File: src/rtl/sbuf_pkg.sv
package sbuf_pkg;
  // configuration of the queue set
  localparam int NUM_BUF = 4;   // parallel queues, power of two
  localparam int DEPTH   = 4;   // entries per queue
  localparam int ADDR_W  = 16;  // line address width
  localparam int LINE_W  = 32;  // line payload width
  localparam int IDX_W   = (NUM_BUF > 1) ? $clog2(NUM_BUF) : 1;
  localparam int SLOT_W  = (DEPTH > 1) ? $clog2(DEPTH) : 1;

  typedef logic [IDX_W-1:0] bufIdx_t;

  // one prefetch entry
  typedef struct packed {
    logic [ADDR_W-1:0] tag;
    logic              issued;
    logic              avail;
    logic [LINE_W-1:0] line;
  } sbEntry_t;

  // strobes from control to datapath
  typedef struct packed {
    logic    hitEn;
    bufIdx_t hitIdx;
    logic    allocEn;
    bufIdx_t allocIdx;
    logic    grantEn;
    bufIdx_t grantIdx;
  } sbStrobe_t;
endpackage

File: src/rtl/sbuf_recency.sv
module sbuf_recency
  import sbuf_pkg::*;
(
  input  logic    clk,
  input  logic    rst,
  input  logic    touchEn,
  input  bufIdx_t touchIdx,
  output bufIdx_t lruIdx
);
  bufIdx_t orderQ [NUM_BUF];
  bufIdx_t orderD [NUM_BUF];
  int      touchPos;

  always_comb begin
    touchPos = 0;
    for (int i = 0; i < NUM_BUF; i++) begin
      if (orderQ[i] == touchIdx) touchPos = i;
    end
    for (int i = 0; i < NUM_BUF; i++) begin
      if (i == 0)             orderD[i] = touchIdx;
      else if (i <= touchPos) orderD[i] = orderQ[i-1];
      else                    orderD[i] = orderQ[i];
    end
  end

  always_ff @(posedge clk) begin
    if (rst) begin
      for (int i = 0; i < NUM_BUF; i++) orderQ[i] <= IDX_W'(i);
    end else if (touchEn) begin
      for (int i = 0; i < NUM_BUF; i++) orderQ[i] <= orderD[i];
    end
  end

  assign lruIdx = orderQ[NUM_BUF-1];

  logic [NUM_BUF-1:0] presentMask;
  always_comb begin
    presentMask = '0;
    for (int i = 0; i < NUM_BUF; i++) presentMask[orderQ[i]] = 1'b1;
  end

  // the order is always a permutation of the queue indices
  p_order_perm_r5: assert property (@(posedge clk) disable iff (rst)
    $countones(presentMask) == NUM_BUF);

  // a touched queue becomes most recent
  p_touch_front_r5: assert property (@(posedge clk) disable iff (rst)
    touchEn |=> orderQ[0] == $past(touchIdx));
endmodule

File: src/rtl/sbuf_arbiter.sv
module sbuf_arbiter
  import sbuf_pkg::*;
(
  input  logic               clk,
  input  logic               rst,
  input  logic [NUM_BUF-1:0] req,
  input  logic               ready,
  output logic               anyReq,
  output bufIdx_t            pick,
  output logic [NUM_BUF-1:0] grantVec
);
  bufIdx_t ptrQ;
  bufIdx_t cand;
  logic    found;

  always_comb begin
    pick  = ptrQ;
    found = 1'b0;
    for (int k = 0; k < NUM_BUF; k++) begin
      cand = IDX_W'((int'(ptrQ) + k) % NUM_BUF);
      if (!found && req[cand]) begin
        pick  = cand;
        found = 1'b1;
      end
    end
  end

  assign anyReq   = |req;
  assign grantVec = (anyReq && ready) ? (NUM_BUF'(1) << pick) : '0;

  always_ff @(posedge clk) begin
    if (rst) ptrQ <= '0;
    else if (anyReq && ready) ptrQ <= IDX_W'((int'(pick) + 1) % NUM_BUF);
  end

  // at most one grant per cycle
  p_grant_onehot_r6: assert property (@(posedge clk) disable iff (rst)
    $onehot0(grantVec));

  // a grant only goes to a requesting queue
  p_grant_req_r6: assert property (@(posedge clk) disable iff (rst)
    (grantVec != '0) |-> ((grantVec & req) == grantVec));
endmodule

File: src/rtl/sbuf_ctrl.sv
module sbuf_ctrl
  import sbuf_pkg::*;
(
  input  logic                           clk,
  input  logic                           rst,
  input  logic                           lkValid,
  input  logic [ADDR_W-1:0]              lkAddr,
  input  logic [NUM_BUF-1:0]             bufValid,
  input  logic [NUM_BUF-1:0]             headAvail,
  input  logic [NUM_BUF-1:0][ADDR_W-1:0] headTag,
  input  logic [NUM_BUF-1:0]             reqPending,
  input  logic                           memReqReady,
  output sbStrobe_t                      str,
  output logic                           lkHit,
  output logic                           lkWait,
  output logic                           memReqValid,
  output bufIdx_t                        memReqId
);
  logic [NUM_BUF-1:0] matchVec;
  bufIdx_t            matchIdx;
  logic               anyMatch;
  bufIdx_t            lruIdx;
  bufIdx_t            pick;
  logic [NUM_BUF-1:0] grantVec;
  logic               missEn;

  // parallel head compare, lowest index wins
  always_comb begin
    matchIdx = '0;
    for (int b = 0; b < NUM_BUF; b++) begin
      matchVec[b] = bufValid[b] && (headTag[b] == lkAddr);
    end
    for (int b = NUM_BUF - 1; b >= 0; b--) begin
      if (matchVec[b]) matchIdx = IDX_W'(b);
    end
  end

  assign anyMatch = |matchVec;
  assign lkHit    = lkValid && anyMatch && headAvail[matchIdx];
  assign lkWait   = lkValid && anyMatch && !headAvail[matchIdx];
  assign missEn   = lkValid && !anyMatch;

  sbuf_recency u_recency (
    .clk      (clk),
    .rst      (rst),
    .touchEn  (lkHit || missEn),
    .touchIdx (lkHit ? matchIdx : lruIdx),
    .lruIdx   (lruIdx)
  );

  sbuf_arbiter u_arbiter (
    .clk      (clk),
    .rst      (rst),
    .req      (reqPending),
    .ready    (memReqReady),
    .anyReq   (memReqValid),
    .pick     (pick),
    .grantVec (grantVec)
  );

  always_comb begin
    str.hitEn    = lkHit;
    str.hitIdx   = matchIdx;
    str.allocEn  = missEn;
    str.allocIdx = lruIdx;
    str.grantEn  = |grantVec;
    str.grantIdx = pick;
  end

  assign memReqId = pick;

  // hit and wait are exclusive and need a lookup
  p_hit_wait_excl_r4: assert property (@(posedge clk) disable iff (rst)
    !(lkHit && lkWait) && (lkValid || (!lkHit && !lkWait)));

  // a miss means no valid head carried the address
  p_miss_nomatch_r2: assert property (@(posedge clk) disable iff (rst)
    str.allocEn |-> !lkHit && !lkWait);
endmodule

File: src/rtl/sbuf_datapath.sv
module sbuf_datapath
  import sbuf_pkg::*;
(
  input  logic                           clk,
  input  logic                           rst,
  input  sbStrobe_t                      str,
  input  logic [ADDR_W-1:0]              lkAddr,
  input  logic                           memRspValid,
  input  bufIdx_t                        memRspId,
  input  logic [ADDR_W-1:0]              memRspAddr,
  input  logic [LINE_W-1:0]              memRspData,
  output logic [NUM_BUF-1:0]             bufValid,
  output logic [NUM_BUF-1:0]             headAvail,
  output logic [NUM_BUF-1:0][ADDR_W-1:0] headTag,
  output logic [NUM_BUF-1:0]             reqPending,
  output logic [ADDR_W-1:0]              memReqAddr,
  output logic [LINE_W-1:0]              lkData
);
  sbEntry_t           bufQ [NUM_BUF][DEPTH];
  sbEntry_t           bufD [NUM_BUF][DEPTH];
  logic [NUM_BUF-1:0] validQ, validD;
  logic [SLOT_W-1:0]  reqSlot [NUM_BUF];
  logic [ADDR_W-1:0]  reqAddrV [NUM_BUF];
  logic [ADDR_W-1:0]  tailTag;

  // first unrequested entry per queue (requests go out in entry order)
  always_comb begin
    for (int b = 0; b < NUM_BUF; b++) begin
      reqPending[b] = 1'b0;
      reqSlot[b]    = '0;
      reqAddrV[b]   = '0;
      for (int e = DEPTH - 1; e >= 0; e--) begin
        if (!bufQ[b][e].issued) begin
          reqPending[b] = validQ[b];
          reqSlot[b]    = SLOT_W'(e);
          reqAddrV[b]   = bufQ[b][e].tag;
        end
      end
    end
  end

  // next state: fill, then grant mark, then shift or reload
  always_comb begin
    bufD    = bufQ;
    validD  = validQ;
    tailTag = bufQ[str.hitIdx][DEPTH-1].tag + ADDR_W'(1);

    if (memRspValid && validQ[memRspId]) begin
      for (int e = 0; e < DEPTH; e++) begin
        if (bufQ[memRspId][e].tag == memRspAddr &&
            bufQ[memRspId][e].issued && !bufQ[memRspId][e].avail) begin
          bufD[memRspId][e].avail = 1'b1;
          bufD[memRspId][e].line  = memRspData;
        end
      end
    end

    if (str.grantEn) begin
      bufD[str.grantIdx][reqSlot[str.grantIdx]].issued = 1'b1;
    end

    if (str.hitEn) begin
      for (int e = 0; e < DEPTH - 1; e++) begin
        bufD[str.hitIdx][e] = bufD[str.hitIdx][e+1];
      end
      bufD[str.hitIdx][DEPTH-1] = '{tag: tailTag, issued: 1'b0, avail: 1'b0, line: '0};
    end else if (str.allocEn) begin
      validD[str.allocIdx] = 1'b1;
      for (int e = 0; e < DEPTH; e++) begin
        bufD[str.allocIdx][e] = '{tag: lkAddr + ADDR_W'(e + 1), issued: 1'b0,
                                  avail: 1'b0, line: '0};
      end
    end
  end

  always_ff @(posedge clk) begin
    if (rst) begin
      validQ <= '0;
      for (int b = 0; b < NUM_BUF; b++) begin
        for (int e = 0; e < DEPTH; e++) bufQ[b][e] <= '0;
      end
    end else begin
      validQ <= validD;
      bufQ   <= bufD;
    end
  end

  always_comb begin
    for (int b = 0; b < NUM_BUF; b++) begin
      headTag[b]   = bufQ[b][0].tag;
      headAvail[b] = bufQ[b][0].avail;
    end
  end

  assign bufValid   = validQ;
  assign memReqAddr = reqAddrV[str.grantIdx];
  assign lkData     = bufQ[str.hitIdx][0].line;

  for (genvar g = 0; g < NUM_BUF; g++) begin : g_chk
    // a reload starts the queue one line past the miss, not yet filled
    p_alloc_head_r2: assert property (@(posedge clk) disable iff (rst)
      (str.allocEn && str.allocIdx == IDX_W'(g)) |=>
        (bufQ[g][0].tag == $past(lkAddr) + ADDR_W'(1)) && !bufQ[g][0].issued);

    // a hit advances the head by one line
    p_hit_advance_r3: assert property (@(posedge clk) disable iff (rst)
      (str.hitEn && str.hitIdx == IDX_W'(g)) |=>
        bufQ[g][0].tag == $past(bufQ[g][0].tag) + ADDR_W'(1));

    // an unchanged queue keeps its head data once filled
    p_avail_sticky_r7: assert property (@(posedge clk) disable iff (rst)
      $fell(bufQ[g][0].avail) |->
        $past(str.hitEn && str.hitIdx == IDX_W'(g)) ||
        $past(str.allocEn && str.allocIdx == IDX_W'(g)));
  end
endmodule

File: src/rtl/sbuf_array.sv
module sbuf_array
  import sbuf_pkg::*;
(
  input  logic              clk,
  input  logic              rst,
  input  logic              lkValid,
  input  logic [ADDR_W-1:0] lkAddr,
  output logic              lkHit,
  output logic              lkWait,
  output logic [LINE_W-1:0] lkData,
  output logic              memReqValid,
  input  logic              memReqReady,
  output logic [ADDR_W-1:0] memReqAddr,
  output logic [IDX_W-1:0]  memReqId,
  input  logic              memRspValid,
  input  logic [IDX_W-1:0]  memRspId,
  input  logic [ADDR_W-1:0] memRspAddr,
  input  logic [LINE_W-1:0] memRspData
);
  sbStrobe_t                      str;
  logic [NUM_BUF-1:0]             bufValid;
  logic [NUM_BUF-1:0]             headAvail;
  logic [NUM_BUF-1:0][ADDR_W-1:0] headTag;
  logic [NUM_BUF-1:0]             reqPending;

  sbuf_ctrl u_ctrl (
    .clk         (clk),
    .rst         (rst),
    .lkValid     (lkValid),
    .lkAddr      (lkAddr),
    .bufValid    (bufValid),
    .headAvail   (headAvail),
    .headTag     (headTag),
    .reqPending  (reqPending),
    .memReqReady (memReqReady),
    .str         (str),
    .lkHit       (lkHit),
    .lkWait      (lkWait),
    .memReqValid (memReqValid),
    .memReqId    (memReqId)
  );

  sbuf_datapath u_datapath (
    .clk         (clk),
    .rst         (rst),
    .str         (str),
    .lkAddr      (lkAddr),
    .memRspValid (memRspValid),
    .memRspId    (memRspId),
    .memRspAddr  (memRspAddr),
    .memRspData  (memRspData),
    .bufValid    (bufValid),
    .headAvail   (headAvail),
    .headTag     (headTag),
    .reqPending  (reqPending),
    .memReqAddr  (memReqAddr),
    .lkData      (lkData)
  );

  // first cycle out of reset is idle
  p_reset_idle_r1: assert property (@(posedge clk) disable iff (rst)
    $past(rst) |-> !memReqValid && !lkHit && !lkWait);
endmodule

File: config.mk
export PLATFORM = sky130hd
export DESIGN_NAME = sbuf_array
export DESIGN_NICKNAME = d
export VERILOG_FILES = /design/src/rtl/sbuf_pkg.sv /design/src/rtl/sbuf_recency.sv /design/src/rtl/sbuf_arbiter.sv /design/src/rtl/sbuf_ctrl.sv /design/src/rtl/sbuf_datapath.sv /design/src/rtl/sbuf_array.sv
export SDC_FILE = /design/constraint.sdc
export NUM_CORES = 2
export LEC_CHECK = 0
export BUFFER_PORTS_ARGS = -buffer_cell sky130_fd_sc_hd__buf_2
export CELL_PAD_IN_SITES_DETAIL_PLACEMENT = 1
export CELL_PAD_IN_SITES_GLOBAL_PLACEMENT = 2
export CORE_UTILIZATION = 39
export CTS_CLUSTER_SIZE = 14
export DETAILED_ROUTE_END_ITERATION = 16
export PLACE_DENSITY = 0.89
export SLEW_MARGIN = 30
export SYNTH_ARGS = -nofsm -noshare
export SYNTH_HDL_FRONTEND = slang
export SYNTH_SLANG_ARGS = --single-unit
File: constraint.sdc
create_clock -name clk -period 4.7 [get_ports clk]
set_input_delay 0.705 -clock clk [delete_from_list [all_inputs] [get_ports clk]]
set_output_delay 0.705 -clock clk [all_outputs]
set_load 0.1 [all_outputs]
==> results.cfg <==
[global_routing]
grt_pass1_vias = 44406
grt_pass1_wl_um = 308000
grt_usage_pct = 36.7
antenna_found_initial = 12
grt_max_degree = 98
grt_overflow_total = 0

[synthesis]
yosysTopAreaCell = dfxtp_1
synth_edf_count = 8
netlist_instances = 5026
synth_area_leaders = dfxtp_1 (37%), mux2i_1 (11%), o22ai_1 (6.4%)
synth-seq-cells = 814
ys_dominant_reg_cell = dfxtp_1
syn_area_per_cell_sq_um = 8.59
synth_top_area_share_pct = 37.4
syn_nets = 5107
synth_area_sq_um = 43200
synth_seq_area_share_pct = 37.9
yosysUniqueCellTypes = 93
yosys_warnings = 0
async_flop_share_pct = 0

[timing]
fmax_mhz = 213
maxSlewViolCount = 0
fin_ws_ns = 0.00618
hold_viol_final = 0
timing.hold.ws_ns = 0.478
setup-violations-final = 0
rsz0062_at_grt = no
finalCritPeriodShare_pct = 99.9
fin_skew_ns = 0.0307
finalSetupTns_ns = 0
tightest_slew_ns = 1.04
period_needed_ns = 4.69
relSlewSlack_pct = 30.4

[place]
pre_cts_ws_ns = 0.134
gp_congestion = 1.01
port_buffers = 123
place_hpwl_um = 141000

[layout]
finish.utilization_pct = 47.1
final_net_count = 5211
syn_to_final_growth_pct = 19.4
fillers = 12539
layout-drive-gt1-share_pct = 16.8

[worst_setup_path]
required_ns = 3.99
crit_arrival_ns = 3.99
path_cells = xnor2_1 > buf_4 > nand4_1 > or3_1 > a211oi_1 > and3_4 > buf_12 > a222oi_1 > nand2_1 > buf_2
start_kind = flop
max_stage_delay_ns = 0.58
worstSetupEndpointType = primary output
crit_family = simple AND/OR/NAND/NOR gates
cp_max_fo = 32
path_buf_inv = 3
worst-setup-path-type = flop to primary output
slowest_stage = or3_1

[job]
cap_violations = 0

[floorplan]
pin_count = 124
die_width_um = 335
design.core.area_sq_um = 109000
die_y_um = 335
initial_utilization_pct = 39.5
rows = 121
dieArea_sq_um = 112000

[clocking]
path_clk_slew_ns = 0.06
cts.htree.levels = 3
cts_inserted_buffers = 91
clock-sinks = 814
clk_latency_ns = 0.71
clk_path_buf_depth = 3
cts_tree = yes
ctsHoldBuffers = 0
clock-root-buffer = clkbuf_16

[run_status]
status = finished, final reports clean

[route]
wl_um = 212000
drc_errors = 0
dr_total_vias = 44998
antenna_left = 0
drtIter0Drc = 6124
wire_per_inst_um = 31.8
dr.pass1.iters = 10
drt-vias-per-instance = 6.73

[pwr]
p_leak_nw = 20.7
p_per_area_nw_per_um2 = 322
irDropWorstVdd_mv = 0.262

[min_path]
hold_path.class = flop to flop
==> Yosys cell counts (13+ instances only) <==
library cell and instances:
nor2b_1 16, nand2_1 458, buf_2 140, buf_1 33
o21ai_1 23, a21oi_1 138, o21ai_0 246, a222oi_1 66
a221oi_1 159, dfxtp_1 806, nor2_1 672, buf_4 15
nand3_1 42, inv_1 103, xor2_1 90, o22a_1 13
nand4_1 33, mux2i_1 469, o221ai_1 66, o211ai_1 52
clkbuf_1 301, a22oi_1 71, nand2b_1 18, o22ai_1 444
nor3_1 42, mux2_2 53, or3_1 16, xnor2_1 105
a31oi_1 20, nor4_1 19, mux4_2 64, o2bb2ai_1 37
==> cell usage in the layout, fill, tap and decap left out, types with 14 or more instances in the layout <==
master     instances
a21oi_1          136
a221oi_1         159
a222oi_1          66
a22oi_1           71
a31oi_1           20
buf_12           127
buf_2             77
buf_4            301
clkbuf_1          19
clkbuf_16         92
clkbuf_8          23
clkinv_2          18
dfxtp_1          805
inv_1            102
mux2_2            53
mux2i_1          469
mux4_2            64
nand2_1          452
nand2b_1          14
nand3_1           38
nand4_1           33
nor2_1           670
nor2b_1           15
nor3_1            39
nor4_1            17
o211ai_1          52
o21ai_0          229
o21ai_1           38
o221ai_1          66
o22ai_1          444
o2bb2ai_1         37
xnor2_1          105
xor2_1            90
==> logic make-up after synthesis <==
| logic type | share of synthesized area [%] |
|---|---|
| buf+inv | 5.91 |
| flops | 37.9 |
| xor+xnor | 3.96 |
| fa+ha+maj | 0.290 |
| mux | 15.6 |
| simple gates | 13.9 |
| compound gates | 22.4 |
==> worst paths after layout <==
| path | from | depth (start not counted) | end | slack (ns) |
|---|---|---|---|---|
| worst max-delay path | u_datapath.headTag[62] | 10 | lkData[8] | 0.006 |
| worst min-delay path | u_datapath.bufQ[697] | 2 | u_datapath.bufQ[697] | 0.48 |
| worst max register to register | u_datapath.headTag[61] | 13 | u_datapath.bufQ[243] | 0.52 |
| worst min register to register | u_datapath.bufQ[697] | 2 | u_datapath.bufQ[697] | 0.48 |
==> through the flow <==
step / cell area [sq um] / power [mW] / instances
floorplan: 43200 / 8.23 / 5026
CTS: 51400 / 16.5 / 6676
global placement: 48300 / 9.02 / 6507
finish: 51500 / 16.6 / 6683
global route: 51500 / 16.9 / 6683
detailed placement: 48300 / 9.04 / 6508
==> state kept, by name (all words and copies together), names as in the netlist <==
register                 count
u_datapath.bufQ            732
u_datapath.headTag          64
u_ctrl.u_recency.orderQ      8
u_datapath.bufValid          4
u_datapath.headAvail         4
u_ctrl.u_arbiter.ptrQ        2
==> where the power goes <==
group          internal, mW  leakage, nW  switching (mW)
combinational         0.563         12.6            1.32
sequential             6.99         6.58           0.113
clock                  4.36         1.55            3.24
total                  11.9         20.7            4.67
==> layout make-up <==
class / count / area (sq um) / share of cell area [%]
diodes: 2 / 5.00 / 0.00971
clock buffers: 133 / 2680 / 5.19
clock inverters: 35 / 477 / 0.925
inverters: 104 / 394 / 0.765
multi-input cells: 3610 / 24500 / 47.6
flip-flops and latches: 814 / 16400 / 31.8
well taps: 1476 / 1850 / 3.58
repair buffers: 509 / 5250 / 10.2
==> routing by layer <==
metal	share of wire, %	global-route usage, %	up-vias
met4	4.4	15.1	14
met2	42	53.9	3045
met5	0.035	0	-
met3	13	9.74	628
li1	-	-	18722
met1	41	50.7	22589
==> worst min-delay path: cells and delay by family, from the launching register on <==
| family | cells | cell delay, ns |
|---|---|---|
| flip-flops | 1 | 0.32 |
| AO/OA/AOI/OAI | 1 | 0.05 |
| AND/OR/NAND/NOR | 1 | 0.06 |
==> what timing repair did <==
| action | in CTS | in global routing |
|---|---|---|
| gates resized for setup | 1 | 8 |
| setup endpoints to repair | 3 | 37 |
| pin swaps | 0 | 3 |
| buffers inserted | 0 | 5 |
Power figures use the tool's default switching activity.
